`src/rtl/pwm_onoff_pkg.sv`:
```
package pwm_onoff_pkg;

    typedef enum logic [1:0] {
        PH_IDLE = 2'd0,
        PH_HIGH = 2'd1,
        PH_LOW  = 2'd2,
        PH_DONE = 2'd3
    } phase_e;

    // control register bit positions
    localparam int unsigned CTL_EN      = 0;
    localparam int unsigned CTL_ONESHOT = 1;
    localparam int unsigned CTL_GATE    = 2;
    // global register bit positions
    localparam int unsigned GLB_OSC     = 0;
    // status register bit positions
    localparam int unsigned STS_BUSY    = 0;
    localparam int unsigned STS_LEVEL   = 1;

endpackage

```
`src/rtl/pwm_onoff_regs.sv`:
```
module pwm_onoff_regs
    import pwm_onoff_pkg::*;
#(
    parameter int unsigned DATA_W    = 8,
    parameter int unsigned CNT_BYTES = 2,
    parameter int unsigned ADDR_W    = 3
) (
    input  logic                         clk,
    input  logic                         rst_n,
    input  logic                         wr_en,
    input  logic [ADDR_W-1:0]            addr,
    input  logic [DATA_W-1:0]            wr_data,
    output logic [DATA_W-1:0]            rd_data,
    input  logic                         sts_busy,
    input  logic                         sts_level,
    output logic [DATA_W*CNT_BYTES-1:0]  sh_on,
    output logic [DATA_W*CNT_BYTES-1:0]  sh_off,
    output logic                         cfg_en,
    output logic                         cfg_oneshot,
    output logic                         cfg_gate,
    output logic                         cfg_osc
);

    localparam int unsigned CNT_W    = DATA_W * CNT_BYTES;
    localparam int unsigned A_ON     = 0;
    localparam int unsigned A_OFF    = CNT_BYTES;
    localparam int unsigned A_CTL    = 2 * CNT_BYTES;
    localparam int unsigned A_GLB    = 2 * CNT_BYTES + 1;
    localparam int unsigned A_STS    = 2 * CNT_BYTES + 2;

    typedef struct packed {
        logic [CNT_W-1:0]  on_cnt;
        logic [CNT_W-1:0]  off_cnt;
        logic [DATA_W-1:0] ctl;
        logic [DATA_W-1:0] glb;
    } regs_t;

    regs_t r_d, r_q;
    logic [DATA_W-1:0] sts_byte;

    always_comb begin
        sts_byte            = '0;
        sts_byte[STS_BUSY]  = sts_busy;
        sts_byte[STS_LEVEL] = sts_level;
    end

    // next-state: byte lanes of each duration, then control and global
    always_comb begin
        r_d = r_q;
        if (wr_en) begin
            for (int b = 0; b < int'(CNT_BYTES); b++) begin
                if (addr == ADDR_W'(A_ON + b))
                    r_d.on_cnt[b*DATA_W +: DATA_W] = wr_data;
                if (addr == ADDR_W'(A_OFF + b))
                    r_d.off_cnt[b*DATA_W +: DATA_W] = wr_data;
            end
            if (addr == ADDR_W'(A_CTL)) begin
                r_d.ctl                = '0;
                r_d.ctl[CTL_EN]        = wr_data[CTL_EN];
                r_d.ctl[CTL_ONESHOT]   = wr_data[CTL_ONESHOT];
                r_d.ctl[CTL_GATE]      = wr_data[CTL_GATE];
            end
            if (addr == ADDR_W'(A_GLB)) begin
                r_d.glb          = '0;
                r_d.glb[GLB_OSC] = wr_data[GLB_OSC];
            end
        end
    end

    always_ff @(posedge clk or negedge rst_n) begin
        if (!rst_n) r_q <= '0;
        else        r_q <= r_d;
    end

    // read mux
    always_comb begin
        rd_data = '0;
        for (int b = 0; b < int'(CNT_BYTES); b++) begin
            if (addr == ADDR_W'(A_ON + b))  rd_data = r_q.on_cnt[b*DATA_W +: DATA_W];
            if (addr == ADDR_W'(A_OFF + b)) rd_data = r_q.off_cnt[b*DATA_W +: DATA_W];
        end
        if (addr == ADDR_W'(A_CTL)) rd_data = r_q.ctl;
        if (addr == ADDR_W'(A_GLB)) rd_data = r_q.glb;
        if (addr == ADDR_W'(A_STS)) rd_data = sts_byte;
    end

    assign sh_on       = r_q.on_cnt;
    assign sh_off      = r_q.off_cnt;
    assign cfg_en      = r_q.ctl[CTL_EN];
    assign cfg_oneshot = r_q.ctl[CTL_ONESHOT];
    assign cfg_gate    = r_q.ctl[CTL_GATE];
    assign cfg_osc     = r_q.glb[GLB_OSC];

endmodule

```
`src/rtl/pwm_onoff_core.sv`:
```
module pwm_onoff_core
    import pwm_onoff_pkg::*;
#(
    parameter int unsigned CNT_W = 16
) (
    input  logic             clk,
    input  logic             rst_n,
    input  logic             run,
    input  logic             tick,
    input  logic             oneshot,
    input  logic [CNT_W-1:0] sh_on,
    input  logic [CNT_W-1:0] sh_off,
    output phase_e           phase,
    output logic [CNT_W-1:0] cnt,
    output logic [CNT_W-1:0] act_on,
    output logic             load
);

    localparam logic [CNT_W-1:0] ONE = CNT_W'(1);

    typedef struct packed {
        phase_e           ph;
        logic [CNT_W-1:0] cnt;
        logic [CNT_W-1:0] aon;
        logic [CNT_W-1:0] aoff;
    } core_t;

    core_t c_d, c_q;
    logic  period_end;
    logic  load_d;

    always_comb begin
        c_d        = c_q;
        period_end = 1'b0;
        load_d     = 1'b0;
        if (!run) begin
            c_d.ph  = PH_IDLE;
            c_d.cnt = '0;
        end else begin
            unique case (c_q.ph)
                PH_IDLE: load_d = 1'b1;
                PH_HIGH: begin
                    if (tick) begin
                        if (c_q.cnt == c_q.aon - ONE) begin
                            if (c_q.aoff != '0) begin
                                c_d.ph  = PH_LOW;
                                c_d.cnt = '0;
                            end else begin
                                period_end = 1'b1;
                            end
                        end else begin
                            c_d.cnt = c_q.cnt + ONE;
                        end
                    end
                end
                PH_LOW: begin
                    if (tick) begin
                        if (c_q.aoff == '0 || c_q.cnt == c_q.aoff - ONE)
                            period_end = 1'b1;
                        else
                            c_d.cnt = c_q.cnt + ONE;
                    end
                end
                PH_DONE: ;
                default: c_d.ph = PH_IDLE;
            endcase
            if (period_end) begin
                if (oneshot) begin
                    c_d.ph  = PH_DONE;
                    c_d.cnt = '0;
                end else begin
                    load_d = 1'b1;
                end
            end
            // period start: copy shadow durations into the active pair
            if (load_d) begin
                c_d.aon  = sh_on;
                c_d.aoff = sh_off;
                c_d.cnt  = '0;
                c_d.ph   = (sh_on != '0) ? PH_HIGH : PH_LOW;
            end
        end
    end

    always_ff @(posedge clk or negedge rst_n) begin
        if (!rst_n) c_q <= '{ph: PH_IDLE, cnt: '0, aon: '0, aoff: '0};
        else        c_q <= c_d;
    end

    assign phase  = c_q.ph;
    assign cnt    = c_q.cnt;
    assign act_on = c_q.aon;
    assign load   = load_d;

endmodule

```
`src/rtl/pwm_onoff_gate.sv`:
```
module pwm_onoff_gate
    import pwm_onoff_pkg::*;
(
    input  phase_e phase,
    input  logic   run,
    input  logic   gate_en,
    input  logic   ext_in,
    output logic   level,
    output logic   busy,
    output logic   out
);

    always_comb begin
        level = (phase == PH_HIGH);
        busy  = (phase == PH_HIGH) || (phase == PH_LOW);
        // run is applied here so a disable reaches the pin without waiting
        out   = level && run && (!gate_en || ext_in);
    end

endmodule

```
`src/rtl/pwm_onoff.sv`:
```
module pwm_onoff
    import pwm_onoff_pkg::*;
#(
    parameter int unsigned DATA_W    = 8,
    parameter int unsigned CNT_BYTES = 2,
    parameter int unsigned ADDR_W    = 3
) (
    input  logic              clk,
    input  logic              rst_n,
    input  logic              tick,
    input  logic              wr_en,
    input  logic [ADDR_W-1:0] addr,
    input  logic [DATA_W-1:0] wr_data,
    output logic [DATA_W-1:0] rd_data,
    input  logic              ext_in,
    output logic              pwm_out
);

    localparam int unsigned CNT_W = DATA_W * CNT_BYTES;

    logic [CNT_W-1:0] sh_on, sh_off, cnt, act_on;
    logic             cfg_en, cfg_oneshot, cfg_gate, cfg_osc;
    logic             run, level, busy, load;
    phase_e           phase;

    assign run = cfg_en && cfg_osc;

    pwm_onoff_regs #(
        .DATA_W    (DATA_W),
        .CNT_BYTES (CNT_BYTES),
        .ADDR_W    (ADDR_W)
    ) u_regs (
        .clk         (clk),
        .rst_n       (rst_n),
        .wr_en       (wr_en),
        .addr        (addr),
        .wr_data     (wr_data),
        .rd_data     (rd_data),
        .sts_busy    (busy),
        .sts_level   (level),
        .sh_on       (sh_on),
        .sh_off      (sh_off),
        .cfg_en      (cfg_en),
        .cfg_oneshot (cfg_oneshot),
        .cfg_gate    (cfg_gate),
        .cfg_osc     (cfg_osc)
    );

    pwm_onoff_core #(
        .CNT_W (CNT_W)
    ) u_core (
        .clk     (clk),
        .rst_n   (rst_n),
        .run     (run),
        .tick    (tick),
        .oneshot (cfg_oneshot),
        .sh_on   (sh_on),
        .sh_off  (sh_off),
        .phase   (phase),
        .cnt     (cnt),
        .act_on  (act_on),
        .load    (load)
    );

    pwm_onoff_gate u_gate (
        .phase   (phase),
        .run     (run),
        .gate_en (cfg_gate),
        .ext_in  (ext_in),
        .level   (level),
        .busy    (busy),
        .out     (pwm_out)
    );

endmodule

```
`config.mk`:
```
export PLATFORM = sky130hd
export DESIGN_NAME = pwm_onoff
export DESIGN_NICKNAME = d
export VERILOG_FILES = /design/src/rtl/pwm_onoff_pkg.sv /design/src/rtl/pwm_onoff_regs.sv /design/src/rtl/pwm_onoff_core.sv /design/src/rtl/pwm_onoff_gate.sv /design/src/rtl/pwm_onoff.sv
export SDC_FILE = /design/constraint.sdc
export NUM_CORES = 1
export LEC_CHECK = 0
export ABC_AREA = 1
export CAP_MARGIN = 20
export CORE_MARGIN = 5
export CORE_UTILIZATION = 30
export DETAILED_ROUTE_END_ITERATION = 8
export SYNTH_ARGS = -nofsm -noshare
export SYNTH_HDL_FRONTEND = slang
export SYNTH_HIERARCHICAL = 1
export SYNTH_SLANG_ARGS = --single-unit
```
`constraint.sdc`:
```
create_clock -name clk -period 2.9 [get_ports clk]
set_input_delay 0.435 -clock clk [delete_from_list [all_inputs] [get_ports clk]]
set_output_delay 0.435 -clock clk [all_outputs]
set_load 0.005 [all_outputs]
```
==> reports/qor.yml, run 1 <==
outcome:
  status: "completed"
route:
  wl_per_cell_um: 14.61
  drtAntennaViolNets: 0
  drc: 0
  dr_total_vias: 5618
  vias_per_cell: 4.729
  wl_um: 17350
  dr.first_iter.drc_count: 419
  drt-pass1-iter-count: 5
critical_path:
  arrival_ns: 2.26
  critPathSlowestCell: "clkdlybuf4s50_1"
  crit_chain: "clkdlybuf4s50_1 -> buf_4 -> inv_1 -> nor2_4 -> nand2_2 -> inv_2 -> nand2_1 -> nand3_1 -> nor2_1 -> nor2_1 -> clkdlybuf4s50_1"
  cp-end-kind: "output port"
  max_stage_delay_ns: 0.51
  critical_path_class: "in -> out"
  path_max_fanout: 8
  path_delay_family: "buffers and inverters"
  start_kind: "input port"
  crit_buf_inv: 5
  worstPathRequired_ns: 2.47
cts:
  clockBufferDepth: 2
  clk-insertion-delay-late_ns: 0.34
  cts_max_level: 3
  cts_tree: "built"
  cts_root_buf: "clkbuf_16"
  path_clk_slew_ns: 0.07
  cts_sinks: 86
  ctsHoldBuffers: 0
  numCtsBuffers: 9
pwr:
  peakVddDrop_mv: 0.3483
  p_leak_uw: 0.003477
  p_total_uw: 5534
  powerDensity_nw_per_um2: 798.8
floorplanning:
  die_area_um2: 23320
  die_width_um: 152.7
  core_um2: 20170
  die_h_um: 152.7
  start_util_pct: 30.30
  ios: 25
  rows: 52
yosys:
  synth_area_um2: 6111
  syn-num-nets: 916
  avgSynthCellArea_um2: 6.843
  yosysWarnings: 6
  synthCells: 893
timing:
  worstMarginPinSlew_ns: 0.6201
  layout_min_cycle_time_ns: 2.694
  fin_worst_skew_ns: 0.01057
  hold_viol_final: 0
  slew_viol_final: 0
  slew_headroom_pct: 58.56
  rsz0062_at_grt: "no"
  finalSetupViolations: 0
  clock.fmax_ghz: 0.3712
  fin_setup_tns_ns: 0
  post-route-period-util_pct: 92.89
global_route:
  grt_pass1_wl_um: 28270
  grt_max_degree: 47
  grt.total_usage_pct: 14.89
  overflow: 0
  grt_pass1_vias: 5352
  antenna_found_initial: 0
cells_and_area:
  num_antenna_cells: 0
  n_fill_cell: 2197
  area_delta_synth_final_pct: 13.37
  layout.nets: 936
  drive_gt1_share_pct: 8.932
placed_design:
  hpwl_um: 13170
  gp_congestion: 0.9556
  numPortBuffers: 24
hold_path:
  min_path_type: "in -> async"
job:
  cap_violations: 0
==> per-layer routing <==
layer	share of wire [%]	global-route usage (%)	wire (µm)
met3	4.3	3.266	740
met1	49	21.03	8568
met4	2.1	3.776	357
met5	0	0	0
met2	44	23.22	7687
==> flip-flops by register name, indices dropped and copies added, names as in the netlist, 2 cells and up <==
| signal | cells |
|---|---|
| u_core/act_on | 16 |
| u_core/phase | 2 |
| u_core/c_q | 16 |
| u_regs/sh_on | 16 |
| u_regs/sh_off | 16 |
| u_core/cnt | 16 |
==> path summary, 6_finish.rpt <==
path	from	to	slack [ns]	cells past startpoint
max	addr[0]	rd_data[2]	0.21	11
min	rst_n	u_core/cnt[11]	0.09	1
max reg2reg	u_core/c_q[0]	u_core/c_q[6]	0.29	13
min reg2reg	u_core/c_q[1]	u_core/c_q[1]	0.50	2
max in group asynchronous	rst_n	u_regs/sh_on[4]	2.15	2
min in group clk	u_core/c_q[1]	u_core/c_q[1]	0.50	2
==> cell type report <==
class | count | area (µm²) | area share, %
flip-flops and latches | 86 | 2152 | 31.06
well taps | 270 | 337.8 | 4.876
repair buffers | 38 | 360.3 | 5.201
clock buffers | 10 | 239.0 | 3.450
inverters | 98 | 367.9 | 5.310
multi-input cells | 680 | 3420 | 49.36
clock inverters | 6 | 51.30 | 0.7405
==> cell usage in the layout (no fill, tap or decap), types with 9 or more instances in the layout <==
master / n
a21oi_1: 18
buf_4: 14
clkbuf_16: 9
clkdlybuf4s50_1: 21
dfrtp_1: 86
inv_1: 86
inv_2: 9
nand2_1: 316
nand2_2: 10
nand3_1: 49
nand4_1: 47
nor2_1: 82
o21ai_0: 30
o21ai_1: 14
xnor2_1: 15
xor2_1: 26
==> worst reg2reg max path, cell delays in order, from the launching register on <==
cell and delay [ns]:
dfrtp_1 0.39, inv_1 0.08, ha_1 0.26, nand2_2 0.12, nor3_1 0.32, xor2_1 0.12, nor2_1 0.20, nand4_2 0.19
a21oi_2 0.17, nand2_2 0.12, nand2_4 0.13, buf_4 0.22, nand4_1 0.12, nand2_1 0.10
==> metrics by stage <==
step	setup WS, ns	hold slack [ns]	utilization [%]	instances	cell area, µm²
2_1_floorplan	0.6850	0.1394	-	893	6111
3_3_place_gp	0.07440	0.4694	32.75	1170	6605
3_5_place_dp	0.1178	0.4739	32.75	1170	6605
4_1_cts	0.1079	0.1034	34.19	1186	6895
5_1_grt	0.06543	0.1299	34.35	1188	6928
6_report	0.2062	0.08706	34.35	1188	6928
==> report_power, final <==
part	leakage (µW)	switching [µW]	internal, µW	total (µW)
registers	0.00112	435	1490	1920
clock network	0.000140	512	616	1130
logic	0.00222	1560	925	2480
total	0.00348	2500	3030	5530
==> what timing repair did <==
| action | 4_1_cts | 5_1_grt |
|---|---|---|
| gates resized for setup | 0 | 4 |
| endpoints found under the setup margin | 0 | 35 |
| buffers inserted | 0 | 1 |
Power figures use the tool's default switching activity.
==> run 2: changes to the inputs <==
CORE_MARGIN = unset   (was 5)
==> reports/qor.yml, run 2 (synthesized netlist as in run 1, its figures left out) <==
outcome:
  status: "completed"
cts:
  numCtsBuffers: 9  # unchanged
  cts_tree: "built"
  clockBufferDepth: 2  # unchanged
  cts_root_buf: "clkbuf_16"
  clk-insertion-delay-late_ns: 0.35  # about the same
  cts_max_level: 3  # unchanged
  cts_sinks: 86  # unchanged
  path_clk_slew_ns: 0.07  # about the same
critical_path:
  arrival_ns: 2.29  # +0.03 ns
  path_delay_family: "buffers and inverters"
  start_kind: "input port"
  crit_buf_inv: 3  # -2
  path_max_fanout: 7  # -1
  crit_chain: "clkdlybuf4s50_1 -> buf_4 -> nor3_4 -> nand2_1 -> nand3_1 -> nor2_1 -> nor2_1 -> clkdlybuf4s50_1"
  cp-end-kind: "output port"
  rrSetupSlack_ns: 0.27  # -0.02 ns
  max_stage_delay_ns: 0.53  # +0.02 ns
  critPathSlowestCell: "clkdlybuf4s50_1"
  worstPathRequired_ns: 2.47  # about the same
  critical_path_class: "in -> out"
placed_design:
  hpwl_um: 13130  # -0.31%
  gp_congestion: 0.8954  # -6.3%
  place_area_um2: 6611  # about the same
  numPortBuffers: 24  # unchanged
cells_and_area:
  final_area_um2: 6958  # +0.43%
  drive_gt1_share_pct: 9.130  # +0.20 points
  area_delta_synth_final_pct: 13.86
  mostFrequentLayoutCell: "nand2_1"
  fin_util_pct: 35.29  # +0.94 points
  num_antenna_cells: 0  # unchanged
  layout.nets: 938  # +0.21%
  most-common-layout-cells: "nand2_1 (316), inv_1 (86), dfrtp_1 (86), nor2_1 (81), nand3_1 (49)"
timing:
  slew_viol_final: 0  # unchanged
  rsz0062_at_grt: "no"
  fin_setup_tns_ns: 0  # unchanged
  fin_worst_skew_ns: 0.009774  # -0.0007995 ns
  finalSetupViolations: 0  # unchanged
  post-route-period-util_pct: 94.05  # +1.2 points
  slew_headroom_pct: 36.61  # -22 points
  hold_viol_final: 0  # unchanged
  layout_min_cycle_time_ns: 2.727  # +0.03365 ns
  clock.fmax_ghz: 0.3666  # -1.2%
  worstMarginPinSlew_ns: 0.9437  # +0.3235 ns
route:
  drtAntennaViolNets: 0  # unchanged
  dr_total_vias: 5670  # +0.93%
  drt-pass1-iter-count: 7  # +2
  dr.first_iter.drc_count: 428  # +2.1%
  wl_um: 16990  # -2.1%
  wl_per_cell_um: 14.34  # -1.9%
  drc: 0  # unchanged
  vias_per_cell: 4.785  # +1.2%
floorplanning:
  ios: 25  # unchanged
  core_um2: 19720  # -2.2%
  rows: 51  # -1.9%
  die_width_um: 144.7  # -5.2%
  die_area_um2: 20940  # -10%
  die_h_um: 144.7  # -5.2%
  start_util_pct: 30.99  # +0.69 points
global_route:
  busiest_layer: "met2"
  grt_pass1_vias: 5258  # -1.8%
  grt.total_usage_pct: 17.30  # +2.4 points
  overflow: 0  # unchanged
  antenna_found_initial: 0  # unchanged
  grt_pass1_wl_um: 27420  # -3.0%
  gr-usage-met3_pct: 3.291  # +0.024 points
  grt_use_met2_pct: 27.20  # +4.0 points
  grt_max_degree: 73  # +55%
  use_met1_pct: 24.08  # +3.1 points
pwr:
  powerDensity_nw_per_um2: 806.4  # +0.96%
  p_leak_uw: 0.003501  # +0.70%
  peakVddDrop_mv: 0.3439  # -1.3%
hold_path:
  min_path_type: "in -> async"
job:
  cap_violations: 0  # unchanged
==> run 2: final cells by class <==
| cell class | instances | area, µm² |
|---|---|---|
| flip-flops and latches | 86 | 2152 |
| fillers | 2123 | 12760 |
| repair buffers | 41 | 397.9 |
| well taps | 265 | 331.6 |
| clock inverters | 7 | 73.82 |
| inverters | 98 | 367.9 |
| multi-input cells | 679 | 3410 |
| clock buffers | 9 | 225.2 |
==> run 2: power breakdown <==
| group | total, µW | internal (µW) | switching [µW] |
|---|---|---|---|
| registers | 1920 | 1490 | 432 |
| clock network | 1170 | 610 | 563 |
| logic | 2520 | 944 | 1570 |
| total | 5610 | 3040 | 2570 |
==> run 2: metal layers <==
layer | vias up | share of wire [%]
met3 | 24 | 4.1
met4 | 0 | 1.9
met5 | - | 0
met1 | 2611 | 49
met2 | 139 | 45
li1 | 2896 | -
==> run 2: stage by stage <==
stage          cells  setup slack, ns  total power, µW  hold slack (ns)
6_report        1185           0.1726             5611           0.4762
3_3_place_gp    1165           0.1499             4365           0.3101
5_1_grt         1185         0.001070             6095           0.5028
2_1_floorplan    893           0.6850             3767           0.1394
4_1_cts         1182           0.1461             5599           0.4719
3_5_place_dp    1165           0.1612             4408           0.3134
==> run 2: path summary, 6_finish.rpt <==
path                                from                to  cells past startpoint
hold reg to reg            u_core/c_q[0]     u_core/c_q[0]                      2
max in group asynchronous          rst_n  u_core/act_on[0]                      3
setup reg to reg           u_core/c_q[1]   u_core/phase[0]                     14
setup / recovery                 addr[1]        rd_data[2]                      8
min in group clk           u_core/c_q[0]     u_core/c_q[0]                      2
hold / removal                     rst_n     u_core/cnt[3]                      2
==> run 2: repair_timing <==
item,in CTS,in global routing
setup endpoints to repair,0,34
endpoints found under the hold margin,14,0
buffers inserted,0,3
gates resized for setup,0,5
hold buffers,1,0
==> run 3: changes to the inputs <==
PLACE_DENSITY = 0.54   (was unset)
SKIP_LAST_GASP = 1   (was unset)
==> reports/qor.yml, run 3 (synthesized netlist as in run 1, its figures left out) <==
global_route:
  grt_max_degree: 53  # -27%
  antenna_found_initial: 0  # unchanged
  overflow: 0  # unchanged
  grt.total_usage_pct: 17.74  # +0.44 points
  grt_pass1_vias: 5082  # -3.3%
  grt_pass1_wl_um: 27910  # +1.8%
cells_and_area:
  mostFrequentLayoutCell: "nand2_1"
  num_antenna_cells: 0  # unchanged
  area_delta_synth_final_pct: 12.53
  drive_gt1_share_pct: 8.415  # -0.72 points
  fin_util_pct: 34.88  # -0.41 points
  layout.nets: 933  # -0.53%
  most-common-layout-cells: "nand2_1 (317), inv_1 (86), dfrtp_1 (86), nor2_1 (81), nand3_1 (49)"
  n_fill_cell: 2163  # +1.9%
  instances_no_fill: 1180  # -0.42%
critical_path:
  start_kind: "flop"
  critical_path_class: "reg -> reg"
  cp-end-kind: "flop"
  path_max_fanout: 16  # +9
  worstPathRequired_ns: 3.19  # +0.72 ns
  arrival_ns: 3.00  # +0.71 ns
placed_design:
  pre_cts_ws_ns: 0.1216  # -0.03962 ns
  dp_cells: 1163  # -0.17%
  hpwl_um: 13410  # +2.1%
  numPortBuffers: 24  # unchanged
  gp_congestion: 0.9007  # +0.59%
cts:
  cts_max_level: 3  # unchanged
  cts_root_buf: "clkbuf_16"
  cts_sinks: 86  # unchanged
  clockBufferDepth: 2  # unchanged
  cts_tree: "built"
  ctsHoldBuffers: 0  # -1
  numCtsBuffers: 9  # unchanged
  path_clk_slew_ns: 0.06  # about the same
  clk-insertion-delay-late_ns: 0.35  # about the same
timing:
  clock.fmax_ghz: 0.3677  # +0.29%
  post-route-period-util_pct: 93.77  # -0.28 points
  worstMarginPinSlew_ns: 0.9960  # +0.05236 ns
  finalSetupViolations: 0  # unchanged
  layout_setup_ws_ns: 0.1805  # +0.007987 ns
  slew_headroom_pct: 33.09  # -3.5 points
  slew_viol_final: 0  # unchanged
  rsz0062_at_grt: "yes"
  layout_min_cycle_time_ns: 2.719  # -0.007987 ns
  fin_worst_skew_ns: 0.006390  # -0.003384 ns
  hold_viol_final: 0  # unchanged
floorplanning:
  core_um2: 19720  # unchanged
  die_width_um: 144.7  # unchanged
  die_h_um: 144.7  # unchanged
  rows: 51  # unchanged
  start_util_pct: 30.99  # unchanged
  ios: 25  # unchanged
  die_area_um2: 20940  # unchanged
route:
  drt-pass1-iter-count: 5  # -2
  dr_total_vias: 5554  # -2.0%
  wl_um: 17500  # +3.0%
  vias_per_cell: 4.707  # -1.6%
  wl_per_cell_um: 14.83  # +3.4%
  drtAntennaViolNets: 0  # unchanged
  drc: 0  # unchanged
  dr.first_iter.drc_count: 404  # -5.6%
hold_path:
  min_path_type: "in -> async"
pwr:
  powerDensity_nw_per_um2: 793.8  # -1.6%
  peakVddDrop_mv: 0.2658  # -23%
  p_leak_uw: 0.003451  # -1.4%
job:
  cap_violations: 0  # unchanged
outcome:
  status: "completed"
==> run 3: cell types whose count changed in the layout (fill, tap and decap cells not counted), moves of 2 or more <==
| cell | previous run | this run |
|---|---|---|
| clkinv_2 | 0 | 2 |
| clkbuf_1 | 0 | 2 |
| buf_4 | 15 | 11 |
| inv_8 | 2 | 0 |
==> run 3: worst paths after layout <==
kind / endpoint / depth (start not counted) / startpoint / slack (ns)
setup / recovery: u_core/c_q[4] / 13 / u_core/c_q[0] / 0.18
hold / removal: u_core/cnt[4] / 1 / rst_n / 0.15
setup reg to reg: u_core/c_q[4] / 13 / u_core/c_q[0] / 0.18
hold reg to reg: u_core/c_q[0] / 2 / u_core/c_q[0] / 0.50
max in group asynchronous: u_regs/sh_on[5] / 2 / rst_n / 2.11
min in group clk: u_core/c_q[0] / 2 / u_core/c_q[0] / 0.50
==> run 3: routing by layer <==
metal | wire length [µm] | track usage (%) | up-vias
li1 | - | - | 2904
met3 | 705 | 3.521 | 14
met4 | 219 | 4.155 | 0
met2 | 7947 | 27.94 | 121
met5 | 0 | 0 | -
met1 | 8624 | 24.85 | 2515
==> run 3: critical path, cell delays in order, from the launching register on <==
cell and delay, ns:
dfrtp_1 0.39, inv_1 0.12, ha_1 0.28, nand2_2 0.13
nor3_1 0.34, xor2_1 0.12, nor2_1 0.18, nand4_2 0.18
a21oi_2 0.18, nand2_2 0.13, nand2_4 0.13, buf_4 0.21
nand4_1 0.16, nand2_1 0.11
==> run 3: through the flow <==
stage / total power (µW) / TNS (ns) / cell area [µm²] / hold WS, ns
6_report: 5459 / 0 / 6877 / 0.1451
5_1_grt: 5980 / -0.02519 / 6877 / 0.2046
4_1_cts: 5477 / 0 / 6852 / 0.1740
3_5_place_dp: 4381 / 0 / 6584 / 0.4873
3_3_place_gp: 4359 / 0 / 6584 / 0.4831
2_1_floorplan: 3767 / 0 / 6111 / 0.1394
==> run 3: final cells by class <==
class,count,area [µm²],area share (%)
inverter,98,367.9,5.349
sequential,86,2152,31.30
clock buffer,11,232.7,3.384
tap,265,331.6,4.822
multi-input combinational,680,3420,49.73
timing repair buffer,35,337.8,4.913
clock inverter,5,35.03,0.5095
==> run 3: timing repair <==
action	in CTS	in global routing
setup buffers	0	0
resized for setup	0	4
endpoints found under the setup margin	0	34
==> run 3: power breakdown <==
group	leakage, µW	internal [µW]	total, µW	switching, µW
Sequential	0.00112	1490	1920	429
Combinational	0.00220	914	2470	1550
Clock	0.000130	583	1070	490
Total	0.00345	2990	5460	2470
